**src/rtl/cru_pkg.sv**
```systemverilog
package cru_pkg;

    // Signed distance of a detected edge from the expected boundary (phase 0).
    function automatic int phase_err(input int ph, input int osr);
        return (ph <= osr / 2) ? ph : ph - osr;
    endfunction

    // Correction applied to the phase counter for a given error.
    function automatic int phase_step(input int err, input logic fast);
        int mag;
        int s;
        mag = (err < 0) ? -err : err;
        if (fast) s = (mag + 1) / 2;
        else      s = (mag != 0) ? 1 : 0;
        return (err < 0) ? -s : s;
    endfunction

endpackage

```
**src/rtl/cru_sync.sv**
```systemverilog
module cru_sync #(
    parameter int STAGES = 2
) (
    input  logic clk,
    input  logic rst_n,
    input  logic din,
    output logic dout
);
    logic [STAGES-1:0] sh_d, sh_q;

    generate
        if (STAGES == 1) begin : g_single
            always_comb sh_d = din;
        end else begin : g_chain
            always_comb sh_d = {sh_q[STAGES-2:0], din};
        end
    endgenerate

    always_ff @(posedge clk or negedge rst_n) begin
        if (!rst_n) sh_q <= '0;
        else        sh_q <= sh_d;
    end

    assign dout = sh_q[STAGES-1];
endmodule

```
**src/rtl/cru_tick_gen.sv**
```systemverilog
module cru_tick_gen #(
    parameter int RATE_W    = 7,
    parameter int PRE_SHIFT = 3
) (
    input  logic              clk,
    input  logic              rst_n,
    input  logic              enable,
    input  logic [RATE_W-1:0] rate_div,
    input  logic              rate_x8,
    output logic              tick
);
    localparam int CNT_W = RATE_W + PRE_SHIFT + 1;

    typedef struct packed {
        logic [CNT_W-1:0] cnt;
        logic             tick;
    } tg_t;

    tg_t tg_d, tg_q;
    logic [CNT_W-1:0] base, limit_m1;

    always_comb begin
        base     = CNT_W'(rate_div) + CNT_W'(1);
        limit_m1 = (rate_x8 ? (base << PRE_SHIFT) : base) - CNT_W'(1);
        tg_d      = tg_q;
        tg_d.tick = 1'b0;
        if (!enable) begin
            tg_d.cnt = '0;
        end else if (tg_q.cnt >= limit_m1) begin
            tg_d.cnt  = '0;
            tg_d.tick = 1'b1;
        end else begin
            tg_d.cnt = tg_q.cnt + CNT_W'(1);
        end
    end

    always_ff @(posedge clk or negedge rst_n) begin
        if (!rst_n) tg_q <= '0;
        else        tg_q <= tg_d;
    end

    assign tick = tg_q.tick;

    // back-to-back ticks only when the divide ratio is one
    p_tick_pair_r2: assert property (@(posedge clk) disable iff (!rst_n)
        tg_q.tick && $past(tg_q.tick) |-> $past(limit_m1) == '0);
endmodule

```
**src/rtl/cru_phase_track.sv**
```systemverilog
module cru_phase_track
    import cru_pkg::*;
#(
    parameter int OSR        = 29,
    parameter int WIN        = 2,
    parameter int MISS_LIMIT = 3,
    parameter int LOCK_W     = 4
) (
    input  logic              clk,
    input  logic              rst_n,
    input  logic              enable,
    input  logic              tick,
    input  logic              din_s,
    input  logic              auto_mode,
    input  logic              fast_sel,
    input  logic [LOCK_W-1:0] lock_edges,
    output logic              rx_data,
    output logic              bit_strobe,
    output logic              locked,
    output logic              fast_track
);
    localparam int PH_W      = $clog2(OSR);
    localparam int SAMPLE_PT = OSR / 2;
    localparam int MISS_W    = $clog2(MISS_LIMIT + 1);

    typedef struct packed {
        logic [PH_W-1:0]   ph;
        logic              prev;
        logic              data;
        logic              strobe;
        logic              locked;
        logic [LOCK_W-1:0] hits;
        logic [MISS_W-1:0] misses;
    } trk_t;

    trk_t st_d, st_q;
    logic trans, in_win, fast;
    int   err, corr, step;

    always_comb begin
        st_d        = st_q;
        st_d.strobe = 1'b0;
        fast   = auto_mode ? !st_q.locked : fast_sel;
        trans  = 1'b0;
        in_win = 1'b0;
        err    = 0;
        corr   = 0;
        step   = 0;
        if (!enable) begin
            st_d.ph     = '0;
            st_d.prev   = din_s;
            st_d.locked = 1'b0;
            st_d.hits   = '0;
            st_d.misses = '0;
        end else if (tick) begin
            st_d.prev = din_s;
            trans     = (din_s != st_q.prev);
            if (int'(st_q.ph) == SAMPLE_PT) begin
                st_d.data   = din_s;
                st_d.strobe = 1'b1;
            end
            if (trans) begin
                err    = phase_err(int'(st_q.ph), OSR);
                in_win = (err <= WIN) && (err >= -WIN);
                corr   = phase_step(err, fast);
                step   = int'(st_q.ph) + 1 - corr;
                if (step < 0)         step = step + OSR;
                else if (step >= OSR) step = step - OSR;
                st_d.ph = PH_W'(step);
                if (in_win) begin
                    st_d.misses = '0;
                    if (!st_q.locked) begin
                        if (int'(st_q.hits) + 1 >= int'(lock_edges)) begin
                            st_d.locked = 1'b1;
                            st_d.hits   = '0;
                        end else begin
                            st_d.hits = st_q.hits + LOCK_W'(1);
                        end
                    end
                end else begin
                    st_d.hits = '0;
                    if (st_q.locked) begin
                        if (int'(st_q.misses) + 1 >= MISS_LIMIT) begin
                            st_d.locked = 1'b0;
                            st_d.misses = '0;
                        end else begin
                            st_d.misses = st_q.misses + MISS_W'(1);
                        end
                    end
                end
            end else begin
                st_d.ph = (int'(st_q.ph) == OSR - 1) ? '0 : st_q.ph + PH_W'(1);
            end
        end
    end

    always_ff @(posedge clk or negedge rst_n) begin
        if (!rst_n) st_q <= '0;
        else        st_q <= st_d;
    end

    assign rx_data    = st_q.data;
    assign bit_strobe = st_q.strobe;
    assign locked     = st_q.locked;
    assign fast_track = fast;

    // the phase counter never leaves the bit window
    p_ph_range_r4: assert property (@(posedge clk) disable iff (!rst_n)
        int'(st_q.ph) < OSR);

    // a strobe always follows an oversampling tick
    p_strobe_on_tick_r3: assert property (@(posedge clk) disable iff (!rst_n)
        st_q.strobe |-> $past(tick));

    // lock is only gained on an in-window edge
    p_lock_needs_hit_r6: assert property (@(posedge clk) disable iff (!rst_n)
        $rose(st_q.locked) |-> $past(enable && tick && trans && in_win));

    // lock is only lost on disable or on an out-of-window edge
    p_unlock_cause_r8: assert property (@(posedge clk) disable iff (!rst_n)
        $fell(st_q.locked) |-> $past(!enable || (tick && trans && !in_win)));
endmodule

```
**src/rtl/cru_top.sv**
```systemverilog
module cru_top #(
    parameter int OSR         = 29,
    parameter int RATE_W      = 7,
    parameter int PRE_SHIFT   = 3,
    parameter int LOCK_W      = 4,
    parameter int WIN         = 2,
    parameter int MISS_LIMIT  = 3,
    parameter int SYNC_STAGES = 2
) (
    input  logic              clk,
    input  logic              rst_n,
    input  logic              enable,
    input  logic              din,
    input  logic [RATE_W-1:0] rate_div,
    input  logic              rate_x8,
    input  logic              auto_mode,
    input  logic              fast_sel,
    input  logic [LOCK_W-1:0] lock_edges,
    output logic              rx_data,
    output logic              bit_strobe,
    output logic              locked,
    output logic              fast_track
);
    logic din_s;
    logic tick;

    cru_sync #(.STAGES(SYNC_STAGES)) u_sync (
        .clk  (clk),
        .rst_n(rst_n),
        .din  (din),
        .dout (din_s)
    );

    cru_tick_gen #(.RATE_W(RATE_W), .PRE_SHIFT(PRE_SHIFT)) u_tick (
        .clk     (clk),
        .rst_n   (rst_n),
        .enable  (enable),
        .rate_div(rate_div),
        .rate_x8 (rate_x8),
        .tick    (tick)
    );

    cru_phase_track #(
        .OSR       (OSR),
        .WIN       (WIN),
        .MISS_LIMIT(MISS_LIMIT),
        .LOCK_W    (LOCK_W)
    ) u_track (
        .clk       (clk),
        .rst_n     (rst_n),
        .enable    (enable),
        .tick      (tick),
        .din_s     (din_s),
        .auto_mode (auto_mode),
        .fast_sel  (fast_sel),
        .lock_edges(lock_edges),
        .rx_data   (rx_data),
        .bit_strobe(bit_strobe),
        .locked    (locked),
        .fast_track(fast_track)
    );

    // recovered data only changes together with a strobe
    p_data_hold_r3: assert property (@(posedge clk) disable iff (!rst_n)
        !bit_strobe |-> $stable(rx_data));
endmodule

```
**config.mk**
```make
export PLATFORM = sky130hd
export DESIGN_NAME = cru_top
export DESIGN_NICKNAME = d
export VERILOG_FILES = /design/src/rtl/cru_pkg.sv /design/src/rtl/cru_sync.sv /design/src/rtl/cru_tick_gen.sv /design/src/rtl/cru_phase_track.sv /design/src/rtl/cru_top.sv
export SDC_FILE = /design/constraint.sdc
export NUM_CORES = 1
export LEC_CHECK = 0
export ABC_AREA = 0
export ABC_CLOCK_PERIOD_IN_PS = 17400
export BUFFER_PORTS_ARGS = -buffer_cell sky130_fd_sc_hd__buf_2
export CORE_ASPECT_RATIO = 0.8
export CORE_UTILIZATION = 60
export CTS_CLUSTER_DIAMETER = 40
export DETAILED_ROUTE_END_ITERATION = 8
export PLACE_DENSITY = 0.76
export SYNTH_ARGS = -nofsm -noshare
export SYNTH_HDL_FRONTEND = slang
export SYNTH_SLANG_ARGS = --single-unit
```
**constraint.sdc**
```tcl
create_clock -name clk -period 17.4 [get_ports clk]
set_clock_uncertainty 0.15 [all_clocks]
set_input_delay 0 -clock clk [delete_from_list [all_inputs] [get_ports clk]]
set_output_delay 0 -clock clk [all_outputs]
set_load 0.01 [all_outputs]
```
==> impl_metrics.ini <==
[finish]
layout_commonest_cell = nand2_1
nets = 503
area_delta_synth_final_pct = 6.977
n_fill_cell = 493
n_antenna_cell = 0
final_cell_area_um2 = 3856
post-route-util_pct = 68.67
mostFrequentLayoutCells = 40 x nand2_1, 39 x ha_1, 38 x nor2_1
drive_gt1_share_pct = 13.90

[pwr]
ir_drop_mv = 0.03310
p_per_area_nw_per_um2 = 44.06
p_leak_nw = 1.843

[detailed_routing]
drc = 0
wl_per_cell_um = 14.90
wl_mm = 7.806
detail-route-antenna-nets = 0
avgViaCountPerCell = 6.099
first_pass_iters = 5
drt_iter0_markers = 260
vias = 3196

[grt]
track_usage_pct = 27.44
grt_pass1_vias = 2969
antenna_found_initial = 0
grt_max_degree = 30
grt_first_pass_wirelength_mm = 13.74
grt-ovfl-total = 0

[sta]
clock.fmax_mhz = 142.9
period_needed_ns = 6.998
maxSlewViolCount = 0
grt_setup_unrepaired = false
tightest_slew_ns = 1.036
relSlewSlack_pct = 30.01
tns_ns = 0
finalSetupViolCount = 0
timing.final.ws_setup_ns = 10.40
finalCritPeriodShare_pct = 40.22
final-hold-violation-count = 0

[place]
place.gp.congestion = 0.9392
hpwl_mm = 6.287
dp_slack_ns = 10.46
place_area_um2 = 3725
port_buffers = 21

[die]
die_h_um = 71.33
die-area_um2 = 6324
initial_core_util_pct = 64.19
io_pins = 22
die_x_um = 88.66
core_area_um2 = 5615
rows = 24

[clock_network]
clk_pin_slew_ns = 0.06
clockBufferDepth = 2
cts_sinks = 29
cts_tree = built
cts_resized = 0
numCtsBuffers = 5
cts-root-buf = clkbuf_8
clk_latency_ns = 0.28
cts.htree.levels = 2

[yosys]
yosysWarnings = 0
synthTopCellsByArea = dfrtp_1 20%, ha_1 14%, xnor2_1 5.6%, nand2_1 4.2%, nor2_1 4.0%
synth_seq_cells = 29
synthCells = 429
synth_top_area_share_pct = 20.13
syn_area_um2 = 3605
synth_sequential_area_ratio_pct = 20.13
synth.distinct_cells = 80
synth_edf_count = 0
syn-num-nets = 487
synth_area_per_cell_um2 = 8.403
synth_area_leader_cell = dfrtp_1
synthFlopType = dfrtp_1
ys_async_sr_fraction_pct = 100.0

[worst_setup_path]
worstPathArrival_ns = 7.04
critPathLaunchType = register
cp_common_cell = ha_1
critPathMaxFanout = 12
slowest_delay_ns = 0.67
slowest_stage = xnor2_1
crit_path_end_kind = register
worstPathRequired_ns = 17.44
worstSetupPathType = register to register

[run_status]
status = finished, final reports clean

[min_path]
hold_class = input pin to async pin

[run]
maxCapViolCount = 0
## cell usage after synthesis (6+ instances only)
| library cell | count |
|---|---|
| o21ai_0 | 19 |
| o21a_1 | 6 |
| nor2b_1 | 6 |
| nor3_1 | 7 |
| nand2_1 | 40 |
| and3_1 | 7 |
| nand3_1 | 18 |
| ha_1 | 39 |
| a21oi_1 | 11 |
| xnor2_1 | 23 |
| a21o_1 | 12 |
| nand2b_1 | 8 |
| dfrtp_1 | 29 |
| mux2i_1 | 6 |
| xor2_1 | 16 |
| and2_1 | 6 |
| nor2_1 | 38 |
| inv_1 | 30 |
| o211ai_1 | 8 |
| clkbuf_1 | 8 |
## layer usage
metal	global-route usage [%]	vias to the layer above	wire length [um]
met5	0	-	0
met3	2.880	4	514
met2	41.54	124	3304
met1	42.40	1505	3948
met4	5.197	0	38
li1	-	1563	-
## area by class of cell
cell class,count,area [um^2],share of cell area (%)
inverters,31,116.4,3.018
flip-flops and latches,29,725.7,18.82
multi-input cells,354,2680,69.50
clock inverters,1,5.005,0.1298
repair buffers,24,135.1,3.504
well taps,78,97.59,2.531
clock buffers,7,96.34,2.498
## worst max-delay path: cells and delay by family (launching register included)
family / cells / cell delay (ns)
compound gates: 11 / 1.88
fa+ha+maj: 6 / 1.87
flops: 1 / 0.57
simple gates: 6 / 0.73
xor+xnor: 3 / 1.38
buf+inv: 3 / 0.33
## kinds of logic (layout without fill, tap and decap cells)
family                     after synthesis  in the layout  synth area share [%]
and+or+nand+nor                        156            156                 22.08
AOI/OAI and AO/OA                      105            105                 23.67
other                                    1              1                0.1040
xor gates and xnor gates                43             43                 11.80
buffers and inverters                   46             63                 5.519
adders and majority gates               40             40                 14.09
muxes                                    9              9                 2.603
DFF                                     29             29                 20.13
## state kept, by name (all words and copies together), names as in the netlist
name and cells:
u_track.st_q 12, u_tick.tg_q 11, u_sync.sh_q 2, u_tick.tick 1
u_track.bit_strobe 1, u_track.locked 1, u_track.rx_data 1
## final timing paths
path                                         startpoint  depth (start not counted)  slack, ns                            to
setup / recovery           u_track.st_q[10]$_DFFE_PN0P_                         29      10.40  u_track.st_q[11]$_DFFE_PN0P_
hold / removal                                    rst_n                          2       0.15      u_tick.tg_q[5]$_DFF_PN0_
setup reg to reg           u_track.st_q[10]$_DFFE_PN0P_                         29      10.40  u_track.st_q[11]$_DFFE_PN0P_
hold reg to reg                u_sync.sh_q[0]$_DFF_PN0_                          0       0.20      u_sync.sh_q[1]$_DFF_PN0_
max in group asynchronous                         rst_n                          2      16.55      u_tick.tg_q[2]$_DFF_PN0_
min in group clk               u_sync.sh_q[0]$_DFF_PN0_                          0       0.20      u_sync.sh_q[1]$_DFF_PN0_
## power breakdown
| part | leakage [nW] | switching [mW] | internal (mW) |
|---|---|---|---|
| Sequential | 0.396 | 0.00170 | 0.0687 |
| Clock | 0.0542 | 0.0244 | 0.0357 |
| Combinational | 1.39 | 0.0227 | 0.0168 |
## timing repair
item | CTS | global route
buffers inserted | 0 | 0
hold buffers | 3 | 0
endpoints found under the hold margin | 35 | 0
## per-stage QoR
step	hold WS [ns]	power [mW]	cells
2_1_floorplan	-0.4456	0.09987	429
3_3_place_gp	-0.09871	0.1085	513
3_5_place_dp	-0.09657	0.1102	513
4_1_cts	0.1359	0.1712	524
6_report	0.1455	0.1699	524
5_1_grt	0.2049	0.1802	524
Power figures use the tool's default switching activity.
